===== src/rtl/hcur_pkg.sv =====
package hcur_pkg;

   typedef enum logic [1:0] {
      PK_PASS   = 2'd0,
      PK_COLOR0 = 2'd1,
      PK_COLOR1 = 2'd2,
      PK_INVERT = 2'd3
   } pix_kind_e;

   // mask bit 0 -> opaque colour chosen by select bit; mask 1 -> pass or invert
   function automatic pix_kind_e hcur_classify(input logic mask_b, input logic sel_b);
      if (!mask_b) return sel_b ? PK_COLOR1 : PK_COLOR0;
      return sel_b ? PK_INVERT : PK_PASS;
   endfunction

endpackage


===== src/rtl/hcur_fetch.sv =====
module hcur_fetch #(
   parameter int ADDR_W  = 32,
   parameter int POS_W   = 12,
   parameter int CUR_DIM = 64,
   localparam int ROW_BYTES = CUR_DIM / 4,
   localparam int IDX_W     = $clog2(ROW_BYTES)
) (
   input  logic              clk,
   input  logic              rst_n,
   input  logic              line_start,
   input  logic [POS_W-1:0]  line_num,
   input  logic [POS_W-1:0]  cur_y,
   input  logic [ADDR_W-1:0] cur_base,
   output logic              mem_rd_en,
   output logic [ADDR_W-1:0] mem_addr,
   output logic              wr_en,
   output logic [IDX_W-1:0]  wr_idx,
   output logic              line_hit
);
   localparam int ROW_W = $clog2(CUR_DIM);

   logic [POS_W:0]    diff;
   logic              in_rng;
   logic              frozen;
   logic [ADDR_W-1:0] row_start;
   logic [ADDR_W-1:0] row_addr;
   logic [IDX_W-1:0]  cnt;
   logic              busy;
   logic              rd_q;
   logic [IDX_W-1:0]  idx_q;

   assign diff      = {1'b0, line_num} - {1'b0, cur_y};
   assign in_rng    = !diff[POS_W] && (diff < (POS_W+1)'(CUR_DIM));
   assign frozen    = cur_base[ADDR_W-1];
   assign row_start = {1'b0, cur_base[ADDR_W-2:0]} + (ADDR_W'(diff[ROW_W-1:0]) << IDX_W);

   always_ff @(posedge clk or negedge rst_n) begin
      if (!rst_n) begin
         busy     <= 1'b0;
         cnt      <= '0;
         row_addr <= '0;
         line_hit <= 1'b0;
         rd_q     <= 1'b0;
         idx_q    <= '0;
      end else begin
         rd_q  <= busy;
         idx_q <= cnt;
         if (line_start) begin
            line_hit <= in_rng;
            busy     <= in_rng && !frozen;
            cnt      <= '0;
            row_addr <= row_start;
         end else if (busy) begin
            cnt <= cnt + IDX_W'(1);
            if (cnt == IDX_W'(ROW_BYTES - 1)) busy <= 1'b0;
         end
      end
   end

   assign mem_rd_en = busy;
   assign mem_addr  = row_addr + ADDR_W'(cnt);
   assign wr_en     = rd_q;
   assign wr_idx    = idx_q;

   // burst length monitor
   logic [IDX_W:0] run_len;
   always_ff @(posedge clk or negedge rst_n) begin
      if (!rst_n)                       run_len <= '0;
      else if (mem_rd_en && !line_start) run_len <= run_len + (IDX_W+1)'(1);
      else                              run_len <= '0;
   end


   frozen_no_fetch_chk: assert property (@(posedge clk) disable iff (!rst_n)
      line_start && frozen |=> !mem_rd_en);

   miss_no_fetch_chk: assert property (@(posedge clk) disable iff (!rst_n)
      line_start && !in_rng |=> !mem_rd_en);

   addr_step_chk: assert property (@(posedge clk) disable iff (!rst_n)
      mem_rd_en && $past(mem_rd_en) && !$past(line_start) |-> mem_addr == $past(mem_addr) + ADDR_W'(1));

   burst_len_chk: assert property (@(posedge clk) disable iff (!rst_n)
      run_len <= (IDX_W+1)'(ROW_BYTES));

endmodule


===== src/rtl/hcur_rowbuf.sv =====
module hcur_rowbuf #(
   parameter int CUR_DIM = 64,
   localparam int PLANE_B   = CUR_DIM / 8,
   localparam int ROW_BYTES = 2 * PLANE_B,
   localparam int IDX_W     = $clog2(ROW_BYTES)
) (
   input  logic               clk,
   input  logic               rst_n,
   input  logic               wr_en,
   input  logic [IDX_W-1:0]   wr_idx,
   input  logic [7:0]         wr_data,
   output logic [CUR_DIM-1:0] mask_bits,
   output logic [CUR_DIM-1:0] sel_bits
);
   logic [ROW_BYTES*8-1:0] row_q;

   // reset image: mask plane all ones, select plane zero -> fully transparent
   always_ff @(posedge clk or negedge rst_n) begin
      if (!rst_n) begin
         row_q <= {{(PLANE_B*8){1'b0}}, {(PLANE_B*8){1'b1}}};
      end else if (wr_en) begin
         for (int b = 0; b < ROW_BYTES; b++) begin
            if (wr_idx == IDX_W'(b)) row_q[b*8 +: 8] <= wr_data;
         end
      end
   end

   // pixel p: byte p/8, most significant bit first
   for (genvar p = 0; p < CUR_DIM; p++) begin : g_map
      assign mask_bits[p] = row_q[(p/8)*8 + 7 - (p%8)];
      assign sel_bits[p]  = row_q[(PLANE_B + p/8)*8 + 7 - (p%8)];
   end

endmodule


===== src/rtl/hcur_blend.sv =====
module hcur_blend
   import hcur_pkg::*;
#(
   parameter int POS_W    = 12,
   parameter int HFIELD_W = 11,
   parameter int CUR_DIM  = 64,
   parameter int COL_W    = 24,
   parameter bit OUT_REG  = 1'b1,
   localparam int PIX_W   = COL_W + 8
) (
   input  logic                clk,
   input  logic                rst_n,
   input  logic                line_hit,
   input  logic                pix_in_valid,
   input  logic [POS_W-1:0]    pix_col,
   input  logic [PIX_W-1:0]    pix_in,
   input  logic [POS_W-1:0]    cur_x,
   input  logic [HFIELD_W-1:0] hdisp_field,
   input  logic [COL_W-1:0]    color0,
   input  logic [COL_W-1:0]    color1,
   input  logic [CUR_DIM-1:0]  mask_bits,
   input  logic [CUR_DIM-1:0]  sel_bits,
   output logic                pix_out_valid,
   output logic [PIX_W-1:0]    pix_out
);
   localparam int WID_W = HFIELD_W + 4;
   localparam int CMP_W = ((WID_W > POS_W) ? WID_W : POS_W) + 1;
   localparam int ROW_W = $clog2(CUR_DIM);

   logic [CMP_W-1:0] disp_w, col_e, x_e, off;
   logic             in_win;
   logic [ROW_W-1:0] idx;
   pix_kind_e        kind;
   logic [PIX_W-1:0] mixed;

   assign disp_w = (CMP_W'(hdisp_field) + CMP_W'(1)) << 3;
   assign col_e  = CMP_W'(pix_col);
   assign x_e    = CMP_W'(cur_x);
   assign off    = col_e - x_e;
   assign in_win = line_hit && (col_e >= x_e) && (off < CMP_W'(CUR_DIM)) && (col_e < disp_w);
   assign idx    = off[ROW_W-1:0];
   assign kind   = in_win ? hcur_classify(mask_bits[idx], sel_bits[idx]) : PK_PASS;

   always_comb begin
      case (kind)
         PK_COLOR0: mixed = {8'hFF, color0};
         PK_COLOR1: mixed = {8'hFF, color1};
         PK_INVERT: mixed = {pix_in[PIX_W-1:COL_W], ~pix_in[COL_W-1:0]};
         default:   mixed = pix_in;
      endcase
   end

   if (OUT_REG) begin : g_reg
      always_ff @(posedge clk or negedge rst_n) begin
         if (!rst_n) begin
            pix_out_valid <= 1'b0;
            pix_out       <= '0;
         end else begin
            pix_out_valid <= pix_in_valid;
            pix_out       <= mixed;
         end
      end


      lat_chk: assert property (@(posedge clk) disable iff (!rst_n)
         pix_in_valid |=> pix_out_valid);

      idle_chk: assert property (@(posedge clk) disable iff (!rst_n)
         !pix_in_valid |=> !pix_out_valid);

      clip_chk: assert property (@(posedge clk) disable iff (!rst_n)
         pix_in_valid && (col_e >= disp_w) |=> pix_out == $past(pix_in));

      miss_pass_chk: assert property (@(posedge clk) disable iff (!rst_n)
         pix_in_valid && !line_hit |=> pix_out == $past(pix_in));

      opaque_alpha_chk: assert property (@(posedge clk) disable iff (!rst_n)
         pix_in_valid && in_win && !mask_bits[idx] |=> pix_out[PIX_W-1:COL_W] == 8'hFF);

      invert_chk: assert property (@(posedge clk) disable iff (!rst_n)
         pix_in_valid && in_win && mask_bits[idx] && sel_bits[idx]
         |=> pix_out == {$past(pix_in[PIX_W-1:COL_W]), ~$past(pix_in[COL_W-1:0])});
   end else begin : g_comb
      assign pix_out_valid = pix_in_valid;
      assign pix_out       = mixed;
   end

endmodule


===== src/rtl/hcur_overlay.sv =====
module hcur_overlay #(
   parameter int ADDR_W   = 32,
   parameter int POS_W    = 12,
   parameter int HFIELD_W = 11,
   parameter int COL_W    = 24,
   parameter int CUR_DIM  = 64,
   parameter bit OUT_REG  = 1'b1,
   localparam int PIX_W   = COL_W + 8
) (
   input  logic                clk,
   input  logic                rst_n,
   input  logic                line_start,
   input  logic [POS_W-1:0]    line_num,
   input  logic [ADDR_W-1:0]   cur_base,
   input  logic [POS_W-1:0]    cur_x,
   input  logic [POS_W-1:0]    cur_y,
   input  logic [COL_W-1:0]    color0,
   input  logic [COL_W-1:0]    color1,
   input  logic [HFIELD_W-1:0] hdisp_field,
   output logic                mem_rd_en,
   output logic [ADDR_W-1:0]   mem_addr,
   input  logic [7:0]          mem_rdata,
   input  logic                pix_in_valid,
   input  logic [POS_W-1:0]    pix_col,
   input  logic [PIX_W-1:0]    pix_in,
   output logic                pix_out_valid,
   output logic [PIX_W-1:0]    pix_out
);
   localparam int ROW_BYTES = CUR_DIM / 4;
   localparam int IDX_W     = $clog2(ROW_BYTES);

   if ((CUR_DIM < 8) || (CUR_DIM % 8 != 0) || ((CUR_DIM & (CUR_DIM - 1)) != 0)) begin : g_bad_dim
      $error("hcur_overlay: CUR_DIM must be a power of two of at least 8");
   end
   if (ADDR_W < 8) begin : g_bad_addr
      $error("hcur_overlay: ADDR_W too small");
   end
   if ((1 << POS_W) < CUR_DIM) begin : g_bad_pos
      $error("hcur_overlay: POS_W cannot span the cursor");
   end

   logic               wr_en;
   logic [IDX_W-1:0]   wr_idx;
   logic               line_hit;
   logic [CUR_DIM-1:0] mask_bits;
   logic [CUR_DIM-1:0] sel_bits;

   hcur_fetch #(
      .ADDR_W(ADDR_W), .POS_W(POS_W), .CUR_DIM(CUR_DIM)
   ) u_fetch (
      .clk(clk), .rst_n(rst_n), .line_start(line_start), .line_num(line_num),
      .cur_y(cur_y), .cur_base(cur_base), .mem_rd_en(mem_rd_en), .mem_addr(mem_addr),
      .wr_en(wr_en), .wr_idx(wr_idx), .line_hit(line_hit)
   );

   hcur_rowbuf #(
      .CUR_DIM(CUR_DIM)
   ) u_rowbuf (
      .clk(clk), .rst_n(rst_n), .wr_en(wr_en), .wr_idx(wr_idx), .wr_data(mem_rdata),
      .mask_bits(mask_bits), .sel_bits(sel_bits)
   );

   hcur_blend #(
      .POS_W(POS_W), .HFIELD_W(HFIELD_W), .CUR_DIM(CUR_DIM), .COL_W(COL_W), .OUT_REG(OUT_REG)
   ) u_blend (
      .clk(clk), .rst_n(rst_n), .line_hit(line_hit), .pix_in_valid(pix_in_valid),
      .pix_col(pix_col), .pix_in(pix_in), .cur_x(cur_x), .hdisp_field(hdisp_field),
      .color0(color0), .color1(color1), .mask_bits(mask_bits), .sel_bits(sel_bits),
      .pix_out_valid(pix_out_valid), .pix_out(pix_out)
   );

endmodule


===== config.mk =====
export PLATFORM = sky130hd
export DESIGN_NAME = hcur_overlay
export DESIGN_NICKNAME = d
export VERILOG_FILES = /design/src/rtl/hcur_pkg.sv /design/src/rtl/hcur_fetch.sv /design/src/rtl/hcur_rowbuf.sv /design/src/rtl/hcur_blend.sv /design/src/rtl/hcur_overlay.sv
export SDC_FILE = /design/constraint.sdc
export NUM_CORES = 1
export LEC_CHECK = 0
export BUFFER_PORTS_ARGS = -buffer_cell sky130_fd_sc_hd__buf_2
export CELL_PAD_IN_SITES_DETAIL_PLACEMENT = 1
export CELL_PAD_IN_SITES_GLOBAL_PLACEMENT = 1
export CORE_ASPECT_RATIO = 0.5
export CORE_UTILIZATION = 40
export CTS_CLUSTER_DIAMETER = 30
export DETAILED_ROUTE_END_ITERATION = 8
export PLACE_DENSITY_LB_ADDON = 0.1
export SYNTH_ARGS = -nofsm -noshare
export SYNTH_HDL_FRONTEND = slang
export SYNTH_SLANG_ARGS = --single-unit
export TNS_END_PERCENT = 10

===== constraint.sdc =====
create_clock -name clk -period 2.45 [get_ports clk]
set_input_delay 0.3675 -clock clk [delete_from_list [all_inputs] [get_ports clk]]
set_output_delay 0.3675 -clock clk [all_outputs]
set_load 0.005 [all_outputs]

==> metrics.txt <==
status=finished, violations left; violated checks=DRC, setup timing; RSZ-0062 raised after global routing=yes; placed cells=1760; via/cell ratio=5.26; area growth from synthesis to layout=34.7%; Startpoint Class=flop; worst-path maximum fanout=3; Synth Warn #=0; Detail Placement HPWL=25000 µm; final WL=35300 µm; # port buffers=248; most frequent cells in the layout=246 x buf_2, 140 x dfrtp_1, 138 x mux2_2; wire per inst=19.2 µm; Final nets=1646; non-filler cells, final=1835; most common cell after layout, fill and taps aside=buf_2; clock tree buffer depth=3; mux contribution to synthesized area=21.2%; share of cells above drive strength 1=51.3%; Rows=44; area leader, netlist=dfrtp_1; crit end category=output port; final max-slew violation count=0; Worst EP arrival=2790 ps; area share of and/or/nand/nor cells after synthesis=10.8%; top-area cell type share of the netlist area=29.1%; total grt overflow=0; Skew-Pair Late Insertion Delay=520 ps; Num CTS Buffers=37; CTS tree=built; critical path type=reg2out; most area-consuming cells after synthesis=dfrtp_1 29%, dfstp_2 14%, mux2_2 13%; Tmin final=3160 ps; total nets after synthesis=1287; EDFF count, synth=0; MaxCap Viol Count=0; Synth Area in Adders=5.24%; n_diodes=0; Starting DRT DRC Count=375; die extent in y=125 µm; DRC violations left=19; worst-margin pin slew=786 ps; Final ANT Viol Nets=0; cell count after synthesis=1056; first-pass GRT wire length=58000 µm; most frequent cell on the critical path=and3_4; DIE AREA=30800 µm²; final hold violation count=0; Seq/Total Area, Yosys=43.1%; fin worst setup slack=-707 ps; fin crit share=129%; final setup TNS=-31410 ps; number of I/O pins=249; FFs w/ async S/R, synth=100%; Worst Hold Slack=42.0 ps; LEAKAGE=0.00759 µW; worst-path cell chain=ha_2 > inv_2 > fa_2 > nor2b_1 > o21ai_1 > nand2b_1 > nor2b_4 > buf_4 > buf_6 > and3_4 > and3_4 > xor2_2 > buf_2; Worst Path Required=2080 ps; GRT Overall Usage=23.7%; vias in the first global route=10892; Max Freq=317 MHz; core area=29300 µm²; Main synth FF type=dfrtp_1; Yosys reg bits=204; die extent in x=247 µm; P per Cell Area=728 nW/µm²; post-synthesis compound-gate area fraction=10.1%; fill count=3177; vias=9652; XOR/XNOR Fraction of Synth Area=5.17%; Post-Syn Area=12000 µm²; Yosys cell types=59; Max VDD drop=0.445 mV; GP Congestion=0.827; Critical-path top delay cell=dfrtp_1; Clock Skews=18.6 ps; # clock sinks=204; pre-CTS WS=-1260 ps; CP peak stage delay=370 ps; H-tree levels=2; DRT Pass-1 Iters=8; Initial Util=41.1%; Worst-path clk slew=50 ps; worst hold path type=in2reg; Final setup viols=77; largest family of logic cells by synthesized area=multiplexers; initial antenna violation count=2; clock root buffer=clkbuf_16; synthesized area per cell=11.4 µm²; largest net degree at the start of global routing=74; relative max-transition margin=47.4%
## kinds of logic after synthesis
| group | Yosys count |
|---|---|
| AOI/OAI and AO/OA | 176 |
| xor gates and xnor gates | 71 |
| adders and majority gates | 48 |
| buffers and inverters | 116 |
| DFF | 204 |
| muxes | 182 |
| and+or+nand+nor | 259 |
## final timing paths
| path | startpoint | endpoint | slack [ps] | cells past startpoint |
|---|---|---|---|---|
| hold reg to reg | u_rowbuf.row_q[93] | u_rowbuf.row_q[93] | 500 | 1 |
| setup / recovery | u_fetch.cnt[0] | mem_addr[12] | -710 | 13 |
| hold / removal | pix_in[29] | u_blend.pix_out[29] | 40 | 2 |
| max in group asynchronous | rst_n | u_rowbuf.row_q[40] | 1260 | 3 |
| setup reg to reg | u_rowbuf.row_q[25] | u_blend.pix_out[19] | -170 | 9 |
| min in group asynchronous | rst_n | u_blend.pix_out[20] | 400 | 2 |
## sequential cells by signal, indices dropped and copies added (netlist names)
name,count
u_fetch.wr_idx,4
u_fetch.line_hit,1
u_fetch.mem_rd_en,1
u_rowbuf.row_q,128
u_fetch.cnt,4
u_fetch.row_addr,32
u_blend.pix_out,32
u_blend.pix_out_valid,1
u_fetch.wr_en,1
## per-layer routing
metal / part of all wire [%] / global-route usage [%] / vias to the layer above / routed length, µm
met5: 0.074 / 0 / - / 26
met4: 1.6 / 5.45 / 4 / 577
met3: 5.5 / 4.96 / 53 / 1960
met2: 50 / 41.8 / 219 / 17600
met1: 43 / 29.5 / 4880 / 15200
li1: - / - / 4496 / -
## where the power goes
| part | switching (µW) | total [µW] | internal (µW) |
|---|---|---|---|
| logic | 1150 | 2340 | 1190 |
| registers | 165 | 3770 | 3600 |
| clock network | 1860 | 5680 | 3810 |
## final cells by class
| class | count | area, µm² | share of cell area, % |
|---|---|---|---|
| flip-flops and latches | 204 | 5180 | 32.0 |
| inverters | 73 | 287 | 1.77 |
| clock inverters | 24 | 369 | 2.28 |
| well taps | 391 | 489 | 3.02 |
| clock buffers | 44 | 1000 | 6.20 |
| repair buffers | 363 | 2290 | 14.2 |
| multi-input cells | 736 | 6570 | 40.6 |
## metrics by stage
step | power (µW) | util, % | area [µm²]
after global routing | 12300 | 55.3 | 16200
after detailed placement | 6080 | 49.5 | 14500
after global placement | 5980 | 49.5 | 14500
after CTS | 11900 | 54.9 | 16100
after floorplan | 5080 | - | 12100
final | 11800 | 55.3 | 16200
## Yosys cell counts (3+ instances only)
cell type  number
mux2i_1         4
nand3b_1        4
dfrtp_1       140
nor3_1          5
o21a_1          5
a21oi_1        42
nand4_1         8
a22oi_1        25
o22ai_1         4
and3_1         18
o22ai_2        20
nor2b_1        12
a31oi_1         3
nand2_1        63
or3_1           4
buf_2           8
dfstp_2        64
nand2b_1       13
o21bai_1        4
or2_2           8
and2_1         26
o211ai_1        3
ha_1           44
mux4_2         26
mux2_2        138
o21ai_0        48
nand3_1        25
buf_6           6
clkbuf_1       23
mux4_1         13
a211oi_1        3
xor2_1         31
a21o_1          8
fa_1            4
inv_1          73
xnor2_1        40
nor2_1         64
## repair_timing
item | CTS | global route
hold buffers | 2 | 0
endpoints found under the hold margin | 36 | 0
pin swaps | 24 | 17
endpoints found under the setup margin | 85 | 85
setup buffers | 3 | 3
resized for setup | 66 | 24
## worst max-delay path: cells and delay by family, from the launching register on
family	cells	cell delay, ps
simple gates	5	770
flops	1	370
fa+ha+maj	2	530
compound gates	1	70
buf+inv	4	400
xor+xnor	1	150
Note: power is estimated with default switching activity, not from simulation.
